$ cat src/rtl/seu_bank_pkg.sv
`timescale 1ns/1ps
package seu_bank_pkg;
   localparam int unsigned COPIES  = 3;
   localparam int unsigned PAR_GRP = 3;
   localparam int unsigned HDR_LSB = 2;

   function automatic logic vote3(input logic [COPIES-1:0] c);
      return (c[0] & c[1]) | (c[0] & c[2]) | (c[1] & c[2]);
   endfunction

   function automatic logic [COPIES-1:0] copy_onehot(input logic [1:0] sel);
      case (sel)
         2'd0:    return 3'b001;
         2'd1:    return 3'b010;
         2'd2:    return 3'b100;
         default: return 3'b000;
      endcase
   endfunction
endpackage

$ cat src/rtl/tmr_bit.sv
`timescale 1ns/1ps
module tmr_bit
   import seu_bank_pkg::*;
(
   input  logic              clk,
   input  logic              rst_n,
   input  logic              wr_en,
   input  logic              wr_bit,
   input  logic [COPIES-1:0] inj,
   output logic              q,
   output logic              fix
);
   logic [COPIES-1:0] cp;
   logic              disagree;

   assign q        = vote3(cp);
   assign disagree = !((cp[0] == cp[1]) && (cp[1] == cp[2]));
   assign fix      = disagree & ~wr_en & ~(|inj);

   always_ff @(posedge clk or negedge rst_n) begin
      if (!rst_n)        cp <= '0;
      else if (wr_en)    cp <= {COPIES{wr_bit}};
      else if (|inj)     cp <= cp ^ inj;
      else if (disagree) cp <= {COPIES{q}};
   end

   // a repair rewrites copies without moving the voted value
   a_r3_vote_kept: assert property (@(posedge clk) disable iff (!rst_n)
      fix |=> (q == $past(q)));

   // after a write the copies agree and hold the written bit
   a_r2_write_lands: assert property (@(posedge clk) disable iff (!rst_n)
      wr_en |=> (!disagree && (q == $past(wr_bit))));
endmodule

$ cat src/rtl/upset_counter.sv
`timescale 1ns/1ps
module upset_counter #(
   parameter int CNT_W    = 8,
   parameter int IN_W     = 160,
   parameter bit SATURATE = 1'b1
) (
   input  logic             clk,
   input  logic             rst_n,
   input  logic [IN_W-1:0]  hits,
   output logic [CNT_W-1:0] count
);
   localparam int PC_W  = $clog2(IN_W + 1);
   localparam int SUM_W = CNT_W + PC_W;
   localparam logic [SUM_W-1:0] CAP = {{PC_W{1'b0}}, {CNT_W{1'b1}}};

   logic [PC_W-1:0]  pc;
   logic [SUM_W-1:0] sum;
   logic [CNT_W-1:0] nxt;

   always_comb begin
      pc = '0;
      for (int i = 0; i < IN_W; i++) pc = pc + PC_W'(hits[i]);
      sum = {{PC_W{1'b0}}, count} + {{CNT_W{1'b0}}, pc};
   end

   generate
      if (SATURATE) begin : g_sat
         assign nxt = (sum > CAP) ? CAP[CNT_W-1:0] : sum[CNT_W-1:0];

         // never decreases while running
         a_r5_no_decrease: assert property (@(posedge clk) disable iff (!rst_n)
            count >= $past(count));
         // once at the cap it stays there
         a_r5_cap_hold: assert property (@(posedge clk) disable iff (!rst_n)
            (count == CAP[CNT_W-1:0]) |=> (count == CAP[CNT_W-1:0]));
      end else begin : g_wrap
         assign nxt = sum[CNT_W-1:0];
      end
   endgenerate

   always_ff @(posedge clk or negedge rst_n) begin
      if (!rst_n) count <= '0;
      else        count <= nxt;
   end
endmodule

$ cat src/rtl/tmr_reg_bank.sv
`timescale 1ns/1ps
module tmr_reg_bank
   import seu_bank_pkg::*;
#(
   parameter  int NUM_REGS = 20,
   parameter  int REG_W    = 8,
   parameter  int CNT_W    = 8,
   parameter  bit SATURATE = 1'b1,
   localparam int ADDR_W   = $clog2(NUM_REGS)
) (
   input  logic              clk,
   input  logic              rst_n,
   input  logic              wr_en,
   input  logic [ADDR_W-1:0] wr_addr,
   input  logic [REG_W-1:0]  wr_data,
   input  logic [ADDR_W-1:0] rd_addr,
   output logic [REG_W-1:0]  rd_data,
   input  logic              inj_en,
   input  logic [ADDR_W-1:0] inj_reg,
   input  logic [REG_W-1:0]  inj_mask,
   input  logic [1:0]        inj_copy,
   output logic              corr_pulse,
   output logic [CNT_W-1:0]  seu_count,
   output logic [1:0]        hdr_cnt_lsb,
   output logic [2:0]        hdr_parity
);
   localparam int NBITS = NUM_REGS * REG_W;

   if (NUM_REGS < PAR_GRP) begin : g_bad_regs
      $error("tmr_reg_bank: NUM_REGS must be at least 3");
   end
   if (REG_W < 1) begin : g_bad_width
      $error("tmr_reg_bank: REG_W must be positive");
   end
   if (CNT_W < HDR_LSB) begin : g_bad_cnt
      $error("tmr_reg_bank: CNT_W must be at least 2");
   end

   logic [NUM_REGS-1:0][REG_W-1:0] q_arr;
   logic [NBITS-1:0]               fix_all;
   logic [COPIES-1:0]              copy_hot;

   assign copy_hot = copy_onehot(inj_copy);

   for (genvar r = 0; r < NUM_REGS; r++) begin : g_reg
      logic wr_hit, inj_hit;
      assign wr_hit  = wr_en  && (wr_addr == ADDR_W'(r));
      assign inj_hit = inj_en && (inj_reg == ADDR_W'(r));
      for (genvar b = 0; b < REG_W; b++) begin : g_bit
         tmr_bit u_bit (
            .clk    (clk),
            .rst_n  (rst_n),
            .wr_en  (wr_hit),
            .wr_bit (wr_data[b]),
            .inj    ((inj_hit && inj_mask[b]) ? copy_hot : 3'b000),
            .q      (q_arr[r][b]),
            .fix    (fix_all[r*REG_W + b])
         );
      end
   end

   upset_counter #(.CNT_W(CNT_W), .IN_W(NBITS), .SATURATE(SATURATE)) u_cnt (
      .clk   (clk),
      .rst_n (rst_n),
      .hits  (fix_all),
      .count (seu_count)
   );

   always_ff @(posedge clk or negedge rst_n) begin
      if (!rst_n) corr_pulse <= 1'b0;
      else        corr_pulse <= |fix_all;
   end

   always_comb begin
      rd_data = '0;
      for (int r = 0; r < NUM_REGS; r++)
         if (rd_addr == ADDR_W'(r)) rd_data = q_arr[r];
   end

   for (genvar k = 0; k < PAR_GRP; k++) begin : g_par
      always_comb begin
         hdr_parity[k] = 1'b0;
         for (int r = 0; r < NUM_REGS; r++)
            if ((r % PAR_GRP) == k) hdr_parity[k] = hdr_parity[k] ^ (^q_arr[r]);
      end
   end

   assign hdr_cnt_lsb = seu_count[1:0];

   // a correction pulse always comes with a counter step below the cap
   a_r4_pulse_counts: assert property (@(posedge clk) disable iff (!rst_n)
      (corr_pulse && ($past(seu_count) != {CNT_W{1'b1}})) |-> (seu_count != $past(seu_count)));

   // addresses past the bank read as zero
   a_r7_oob_read: assert property (@(posedge clk) disable iff (!rst_n)
      (int'(rd_addr) >= NUM_REGS) |-> (rd_data == '0));
endmodule

$ cat config.mk
export PLATFORM = sky130hd
export DESIGN_NAME = tmr_reg_bank
export DESIGN_NICKNAME = d
export VERILOG_FILES = /design/src/rtl/seu_bank_pkg.sv /design/src/rtl/tmr_bit.sv /design/src/rtl/upset_counter.sv /design/src/rtl/tmr_reg_bank.sv
export SDC_FILE = /design/constraint.sdc
export NUM_CORES = 2
export LEC_CHECK = 0
export ABC_AREA = 1
export BUFFER_PORTS_ARGS = -buffer_cell sky130_fd_sc_hd__buf_4
export CAP_MARGIN = 0
export CORE_MARGIN = 5
export CORE_UTILIZATION = 50
export DETAILED_ROUTE_END_ITERATION = 7
export GPL_TIMING_DRIVEN = 0
export HOLD_SLACK_MARGIN = 0.12
export PLACE_DENSITY = 0.66
export SYNTH_ARGS = -nofsm -noshare
export SYNTH_HDL_FRONTEND = slang
export SYNTH_SLANG_ARGS = --single-unit
$ cat constraint.sdc
create_clock -name clk -period 24.4 [get_ports clk]
set_input_delay 0 -clock clk [delete_from_list [all_inputs] [get_ports clk]]
set_output_delay 0 -clock clk [all_outputs]
set_load 0.02 [all_outputs]
; ---- Word-level counts from Yosys, hierarchy flattened
; Index checks and enable logic that the tools add are counted.
[word_totals]
ff_bits = 489
input_bits = 37
output_inout_bits = 22
wordCells = 3706
[classes]
n_addsub = 160
n_lt_le_gt_ge = 1
eq_ne = 539
n_mux = 662
n_bitwise = 1477
n_reduce_logical = 705
[op_table]
columns = op, count
row1 = 3-bit two-way mux, 640
row2 = 8-bit by 1-bit adder with 8-bit output, 158
row3 = 1-bit bitwise AND, 800
row4 = "3-bit by 2-bit != test with 1-bit output, second input constant", 160
row5 = 3-bit OR reduction, 160
row6 = 3-bit bitwise XOR, 160
row7 = 1-bit logical AND, 360
row8 = 1-bit == test, 320
row9 = 1-bit bitwise OR, 320
row10 = 1-bit NOT, 180
row11 = 8-bit two-way mux, 21
row12 = 1-bit logical NOT, 160
row13 = 160-bit OR reduction, 1
row14 = 8-bit XOR reduction, 20
row15 = "5-bit by 4-bit == test with 1-bit output, second input constant", 24
row16 = "5-bit by 3-bit == test with 1-bit output, second input constant", 12
row17 = "5-bit == test, second input constant", 12
row18 = "5-bit by 2-bit == test with 1-bit output, second input constant", 6
row19 = 1-bit bitwise XOR, 17
row20 = "16-bit by 8-bit > comparator with 1-bit output, second input constant", 1
row21 = "5-bit by 1-bit == test with 1-bit output, second input constant", 3
row22 = 5-bit logical NOT, 3
row23 = 8-bit by 8-bit adder with 9-bit output, 1
row24 = 3-bit one-hot mux with 3 select lines, 1
row25 = other kinds (4), 4

; ---- Depth between registers and ports, before layout
[depth]
ltp_word = 169
depth_mapped = 39
depth_no_buf = 39

; ---- Cells and area by module
; A second synthesis with hierarchy kept.
[unflattened]
hier_cells = 10054
area_unflattened_um2 = 57903.0
[by_module_without_submodules]
columns = module, instances, cells_each, area_per_inst_um2, seq_area_each_um2
row1 = tmr_bit, 160, 51, 291.5, 75.1
row2 = tmr_reg_bank, 1, 1369, 6329.8, 25.0
row3 = upset_counter, 1, 525, 4928.5, 200.2

; ---- Worst setup path before layout
; No wires, ideal clock.
[synth_timing]
path_kind = register to register
from = register g_reg[18].g_bit[6].u_bit.cp[1]
to = register u_cnt.count[2]
setup_time_ps = 150
arrival_ps = 8622
required_time_ps = 24250
slack_ps = 15628
path_stages_with_launch = 32
path_buffers = 0
synth_period_minus_slack_ps = 8772
cell_sequence = dfrtp_1 -> ha_1 -> or2_2 -> nand3_1 -> fa_1 -> fa_1 -> inv_1 -> fa_1 -> fa_1 -> inv_1 -> fa_1 -> fa_1 -> fa_1 -> fa_1 -> fa_1 -> inv_1 -> fa_1 -> inv_1 -> fa_1 -> fa_1 -> inv_1 -> fa_1 -> nand2_1 -> inv_1 -> o21ai_0 -> nand2_1 -> a21oi_1 -> o21bai_1 -> nand2_1 -> nand2_1 -> a21oi_1 -> o21ai_0
[synth_between]
elab_chain_len = 18
word_cells_on_any_way = 19
cone_classes = add/sub (11) / order compare (1) / eq/ne (2) / mux (1) / bitwise (2) / reduce/logical (2)
[synth_rtl]
columns = element, line
row1 = "start, declared", tmr_bit.sv:13  ; logic [COPIES-1:0] cp;
row2 = "start signal, assigned", tmr_bit.sv:22  ; else if (wr_en) cp <= {COPIES{wr_bit}};
row3 = "start signal, assigned", tmr_bit.sv:23  ; else if (|inj) cp <= cp ^ inj;
row4 = "start signal, assigned", tmr_bit.sv:24  ; else if (disagree) cp <= {COPIES{q}};
row5 = 1-bit == test, tmr_bit.sv:17  ; assign disagree = !((cp[0] == cp[1]) && (cp[1] == cp[2]));
row6 = 1-bit logical AND (*), tmr_bit.sv:17
row7 = 1-bit logical NOT (*), tmr_bit.sv:17
row8 = 1-bit bitwise AND (*) (2 in series), tmr_bit.sv:18  ; assign fix = disagree & ~wr_en & ~(|inj);
row9 = 8-bit by 1-bit adder with 8-bit output (*) (10 in series), upset_counter.sv:22  ; for (int i = 0; i < IN_W; i++) pc = pc + PC_W'(hits[i]);
row10 = 8-bit by 8-bit adder with 9-bit output (*), upset_counter.sv:23  ; sum = {{PC_W{1'b0}}, count} + {{CNT_W{1'b0}}, pc};
row11 = 16-bit by 8-bit > comparator with 1-bit output, upset_counter.sv:28  ; assign nxt = (sum > CAP) ? CAP[CNT_W-1:0] : sum[CNT_W-1:0];
row12 = 8-bit two-way mux (*), upset_counter.sv:28
row13 = named net u_cnt.nxt[2], upset_counter.sv:18  ; logic [CNT_W-1:0] nxt;
row14 = "end signal, assigned", upset_counter.sv:43  ; else count <= nxt;
row15 = "end, declared", upset_counter.sv:10  ; output logic [CNT_W-1:0] count
; The timed path passes the listed nets; every way through them passes the cells marked *.
; A chain may end at the register's enable or synchronous reset.

; ---- Worst setup path after layout
[layout_timing]
from = input port inj_mask[0]
to = register u_cnt.count[5]
[layout_between]
elab_chain_len = 167
word_cells_on_any_way = 262
cone_classes = add/sub (160) / order compare (1) / mux (21) / bitwise (40) / reduce/logical (40)
[layout_rtl]
columns = element, line
row1 = "start, declared", tmr_reg_bank.sv:20  ; input logic [REG_W-1:0] inj_mask,
row2 = 1-bit logical AND, tmr_reg_bank.sv:55  ; .inj ((inj_hit && inj_mask[b]) ? copy_hot : 3'b000),
row3 = 3-bit two-way mux, tmr_reg_bank.sv:55
row4 = 3-bit OR reduction, tmr_bit.sv:18
row5 = 1-bit NOT, tmr_bit.sv:18
row6 = 1-bit bitwise AND, tmr_bit.sv:18
row7 = 1-bit by 1-bit adder with 2-bit output, upset_counter.sv:22
row8 = 8-bit by 1-bit adder with 8-bit output (150 in series), upset_counter.sv:22
row9 = 8-bit by 1-bit adder with 8-bit output (*) (8 in series), upset_counter.sv:22
row10 = 8-bit by 8-bit adder with 9-bit output (*), upset_counter.sv:23
row11 = 16-bit by 8-bit > comparator with 1-bit output, upset_counter.sv:28
row12 = 8-bit two-way mux (*), upset_counter.sv:28
row13 = named net u_cnt.nxt[5], upset_counter.sv:18
; Marks and branches as above.

==> results.md <==
- At the worst endpoint, the required time is 24.88 ns.
- The synthesized-area fraction occupied by adder cells is 0.162.
- The simple logic cell fraction of the synthesized area is 0.173.
- The wire-length estimate of the detail-placed layout is 141 mm.
- The initial antenna violation count was 4.
- Of the total synthesized cell area, the portion taken by XOR and XNOR cells is 0.121.
- The congestion estimate from routability-driven global placement came to 1.11.
- When the netlist entered floorplanning its net count stood at 6,656.
- For the worst setup path, the data arrival time is 11.45 ns.
- The aggregate routed wire length is 189 mm.
- The layout overhead on the synthesized area is 9.36%.
- The share of the synthesized area in the top cell type is 0.269.
- The end of the critical path is u_cnt.count[5].
- The setup slack of the most critical reg-to-reg path is 14.22 ns.
- The largest fanout of any net on the critical path is 9.
- The clock root buffer master is sky130_fd_sc_hd__clkbuf_16.
- The largest incremental delay on the critical path is 1.04 ns.
- The checks that failed: capacitance limit, slew limit.
- In this run the critical register-to-register path is launched from g_reg[5].g_bit[2].u_bit.cp[1].
- The cell seen most often among critical-path stages is sky130_fd_sc_hd__fa_1.
- After detailed routing, the average wire length per cell comes to 25.3 um.
- The run finished, with violations left.
- Once routing completed, OpenROAD measured the worst setup slack at 13.44 ns.
- The cell with the biggest individual delay on the critical path is sky130_fd_sc_hd__clkinv_1.
- The clock slew seen by the registers of the worst setup and hold paths is 0.06 ns.
- For this run, the register share of the synthesized area comes to 0.269.
- The worst setup path is captured at a flop.
- The clock tree from TritonCTS is built.
- The number of register bits inferred by synthesis is 489.
- For this configuration, the core starts out at a cell density of 0.505.
- The area enclosed by the die boundary is 97,300 um^2.
- Synthesis produced 6,119 cells.
- The critical path class is input pin to flop.
- The highest achievable clock rate is 91.2 MHz.
- In the routed design, unresolved DRC markers number 0.
- The setup TNS is 0 ns.
- The buffer levels on the longest clock path is 3.
- The core utilization of the finished layout is 0.552.
- Across every metal layer, demand over resource in global routing totals 0.375.
- In the final layout, the share of cells above drive strength 1 is 0.0552.
- Summed over all instances, the cell type with the most area after synthesis is sky130_fd_sc_hd__dfrtp_1.
- The number of unique standard cell types used by synthesis is 37.
- The number of search-and-repair iterations in the first detailed-routing pass is 7.
- The largest net degree at the start of global routing is 115.
- The relative slew slack is -0.0584.
- The compound-cell area share of the yosys netlist is 0.191.
- Clock skew on the completed layout was measured at 0.0204 ns.
- The first-pass GRT wire length is 271 mm.
- The post-synthesis instance area is 45,600 um^2.
- After synthesis, the largest family of logic cells by area is compound AO/OA/AOI/OAI gates.
- Setup violations remaining at the end of the flow were counted as 0.
- During synthesis, Yosys emitted a total of 0 warnings.
- The via count of the first global-routing pass is 40,711.
- The count of max-cap constraint violations is 3.
- The cell count after placement is 7,348.
- The number of sinks on the clock net is 489.
- Post-CTS repair changed the size of 0 cells.
- The placeable core region is 90,300 um^2.
- The routed design could run at a clock period as short as 10.96 ns.
- The vertical die dimension is 312 um.
- In this run the mean area of a mapped cell was 7.45 um^2.
- The terminus of the critical flop-to-flop path is u_cnt.count[5].
- The type of origin of the critical path is an input pin.
- The count of nets left with antenna violations once routing finished came out at 0.
- The depth of the worst register-to-register path is 34.
- The boundary pin count is 59.
- Setup repair after global routing left no endpoint under its margin.
- Global routing finished with a remaining overflow of 0.
- In this run, CTS created clock tree buffers numbering 66.
- The quantity of I/O buffers inserted on ports is 49.
- For this block, the via count after detailed routing is 44,945.
- The count of final max-slew check failures was 4.
- The actual transition at the worst max-transition pin is 1.57 ns.
- In this run the worst setup path begins at inj_mask[0].
- Dividing the final minimum period by the clock period gives 0.449.
- The number of hold-slack violations in the final timing report came to 0.
- The portion of synthesized area spent on multiplexers is 0.
- For this run, the post-layout net count is 6,782.
- The number of rows in the core area is 110.
- After detailed routing, the number of vias per cell comes to 6.02.
- The insertion delay of the later-clocked pin in the worst-skew pair is 0.66 ns.
- The minimum setup slack after placement is 13.39 ns.
- After the flow finishes, the layout carries non-filler instances totaling 7,470.
- By area the synthesized netlist is led by sky130_fd_sc_hd__dfrtp_1 (27%), sky130_fd_sc_hd__xor2_1 (9.7%), sky130_fd_sc_hd__ha_1 (9.7%).
- The path class of the tightest hold or removal check is input pin to flop.
- The total number of H-tree levels is 3.
- The die is 312 um wide.
- After the first detailed-routing iteration, the DRC count stood at 6,149.
[stage by stage]
| step | area [um^2] | hold slack, ns |
|---|---|---|
| after floorplan | 45600 | -0.296 |
| after global placement | 47400 | 0.434 |
| after detailed placement | 47600 | 0.0320 |
| after CTS | 49800 | 0.145 |
| after global routing | 49800 | 0.197 |
| final | 49800 | 0.156 |
[synth_stat cells]
cell                        number
sky130_fd_sc_hd__nand2_2         7
sky130_fd_sc_hd__dfrtp_1       489
sky130_fd_sc_hd__a31oi_1         7
sky130_fd_sc_hd__xnor2_1       122
sky130_fd_sc_hd__nand4_1        62
sky130_fd_sc_hd__nor2_4          9
sky130_fd_sc_hd__or2_2          38
sky130_fd_sc_hd__nor2_1        476
sky130_fd_sc_hd__inv_2          26
sky130_fd_sc_hd__nand2_4         1
sky130_fd_sc_hd__nor2_2         20
sky130_fd_sc_hd__o21ai_0       556
sky130_fd_sc_hd__inv_1         822
sky130_fd_sc_hd__buf_1          18
sky130_fd_sc_hd__clkbuf_1       81
sky130_fd_sc_hd__o31ai_1        16
sky130_fd_sc_hd__buf_4           3
sky130_fd_sc_hd__and2_1          1
sky130_fd_sc_hd__o21bai_1        2
sky130_fd_sc_hd__clkinv_1        7
sky130_fd_sc_hd__o211ai_2        1
sky130_fd_sc_hd__nand2_1       874
sky130_fd_sc_hd__xor2_1        505
sky130_fd_sc_hd__nand3b_1        7
sky130_fd_sc_hd__o2111ai_1       3
sky130_fd_sc_hd__o21ai_1         3
sky130_fd_sc_hd__nor3_1        150
sky130_fd_sc_hd__a21oi_1       869
sky130_fd_sc_hd__nor4_2          1
sky130_fd_sc_hd__and3_1          2
sky130_fd_sc_hd__fa_1          148
sky130_fd_sc_hd__nor4_1         31
sky130_fd_sc_hd__o211ai_1       61
sky130_fd_sc_hd__a21o_1        117
sky130_fd_sc_hd__nand3_1       172
sky130_fd_sc_hd__ha_1          352
sky130_fd_sc_hd__buf_2          60
[registers in the layout (all words and copies together) (netlist names)]
name / cells
corr_pulse: 1
u_cnt.count: 8
g.g_bit.u_bit.cp: 480
[metal layers]
layer	wire, um	global-route usage	vias up
li1	-	-	20472
met1	74600	0.501	21340
met4	14700	0.229	0
met3	24700	0.125	597
met5	0	0	-
met2	74700	0.524	2536
[worst min-delay path by stage]
stage	to	cells past startpoint	startpoint
after detailed placement	g_reg[5].g_bit[0].u_bit.cp[1]	1	rst_n
after floorplan	corr_pulse	0	rst_n
after global placement	corr_pulse	1	corr_pulse
final	g_reg[13].g_bit[0].u_bit.cp[1]	8	inj_copy[1]
after global routing	g_reg[17].g_bit[6].u_bit.cp[1]	6	inj_reg[1]
after CTS	g_reg[13].g_bit[0].u_bit.cp[1]	8	inj_copy[1]
[logic make-up (layout without fill, tap and decap cells)]
family / after synthesis / count (layout)
AO/OA/AOI/OAI: 1635 / 1635
XOR/XNOR: 627 / 627
adder cells (fa/ha/maj): 500 / 500
buffers and inverters: 1017 / 1187
flip-flops: 489 / 489
other: 0 / 5
AND/OR/NAND/NOR: 1851 / 1851
[layout make-up]
cell class | count | area [um^2]
fill | 8618 | 40500
multi-input combinational | 4613 | 29400
sequential | 489 | 12200
inverter | 855 | 3210
clock buffer | 92 | 1940
tap | 1176 | 1470
buffer | 162 | 722
timing repair buffer | 58 | 558
clock inverter | 20 | 241
antenna | 5 | 12.5
[timing repair]
action	4_1_cts	5_1_grt
hold buffers	4	0
hold endpoints to repair	164	0
buffers inserted	0	0
[cells in the final DEF (no fill, tap or decap), types with 3 or more instances in the layout]
| master | instances |
|---|---|
| sky130_fd_sc_hd__a31oi_1 | 7 |
| sky130_fd_sc_hd__a21o_1 | 117 |
| sky130_fd_sc_hd__nand2_2 | 7 |
| sky130_fd_sc_hd__nand3b_1 | 7 |
| sky130_fd_sc_hd__ha_1 | 352 |
| sky130_fd_sc_hd__o21ai_1 | 3 |
| sky130_fd_sc_hd__dlygate4sd3_1 | 3 |
| sky130_fd_sc_hd__clkbuf_16 | 69 |
| sky130_fd_sc_hd__buf_16 | 5 |
| sky130_fd_sc_hd__clkinv_2 | 10 |
| sky130_fd_sc_hd__dfrtp_1 | 489 |
| sky130_fd_sc_hd__nand2_1 | 874 |
| sky130_fd_sc_hd__nand4_1 | 62 |
| sky130_fd_sc_hd__nor2_2 | 20 |
| sky130_fd_sc_hd__xor2_1 | 505 |
| sky130_fd_sc_hd__fa_1 | 148 |
| sky130_fd_sc_hd__buf_1 | 14 |
| sky130_fd_sc_hd__nor2_1 | 476 |
| sky130_fd_sc_hd__diode_2 | 5 |
| sky130_fd_sc_hd__inv_2 | 26 |
| sky130_fd_sc_hd__a21oi_1 | 869 |
| sky130_fd_sc_hd__clkbuf_2 | 18 |
| sky130_fd_sc_hd__o21ai_0 | 556 |
| sky130_fd_sc_hd__nor2_4 | 9 |
| sky130_fd_sc_hd__nor3_1 | 148 |
| sky130_fd_sc_hd__buf_4 | 51 |
| sky130_fd_sc_hd__or2_2 | 38 |
| sky130_fd_sc_hd__clkbuf_1 | 73 |
| sky130_fd_sc_hd__xnor2_1 | 122 |
| sky130_fd_sc_hd__o211ai_1 | 61 |
| sky130_fd_sc_hd__o2111ai_1 | 3 |
| sky130_fd_sc_hd__clkinv_1 | 7 |
| sky130_fd_sc_hd__buf_2 | 64 |
| sky130_fd_sc_hd__o31ai_1 | 16 |
| sky130_fd_sc_hd__nand3_1 | 172 |
| sky130_fd_sc_hd__inv_1 | 822 |
| sky130_fd_sc_hd__bufinv_16 | 5 |
| sky130_fd_sc_hd__clkbuf_8 | 13 |
| sky130_fd_sc_hd__nor4_1 | 31 |
[critical path, delay by kind of cell]
family                     cells  cell delay (ns)
adders and majority gates     13             6.33
buffers and inverters          9             2.10
and+or+nand+nor                8             1.59
AOI/OAI and AO/OA              5             1.08
xor gates and xnor gates       1             0.33
Power is left out: the tool's default activity adds up to more than one toggle a clock period on the data nets, which glitch-free logic cannot reach.
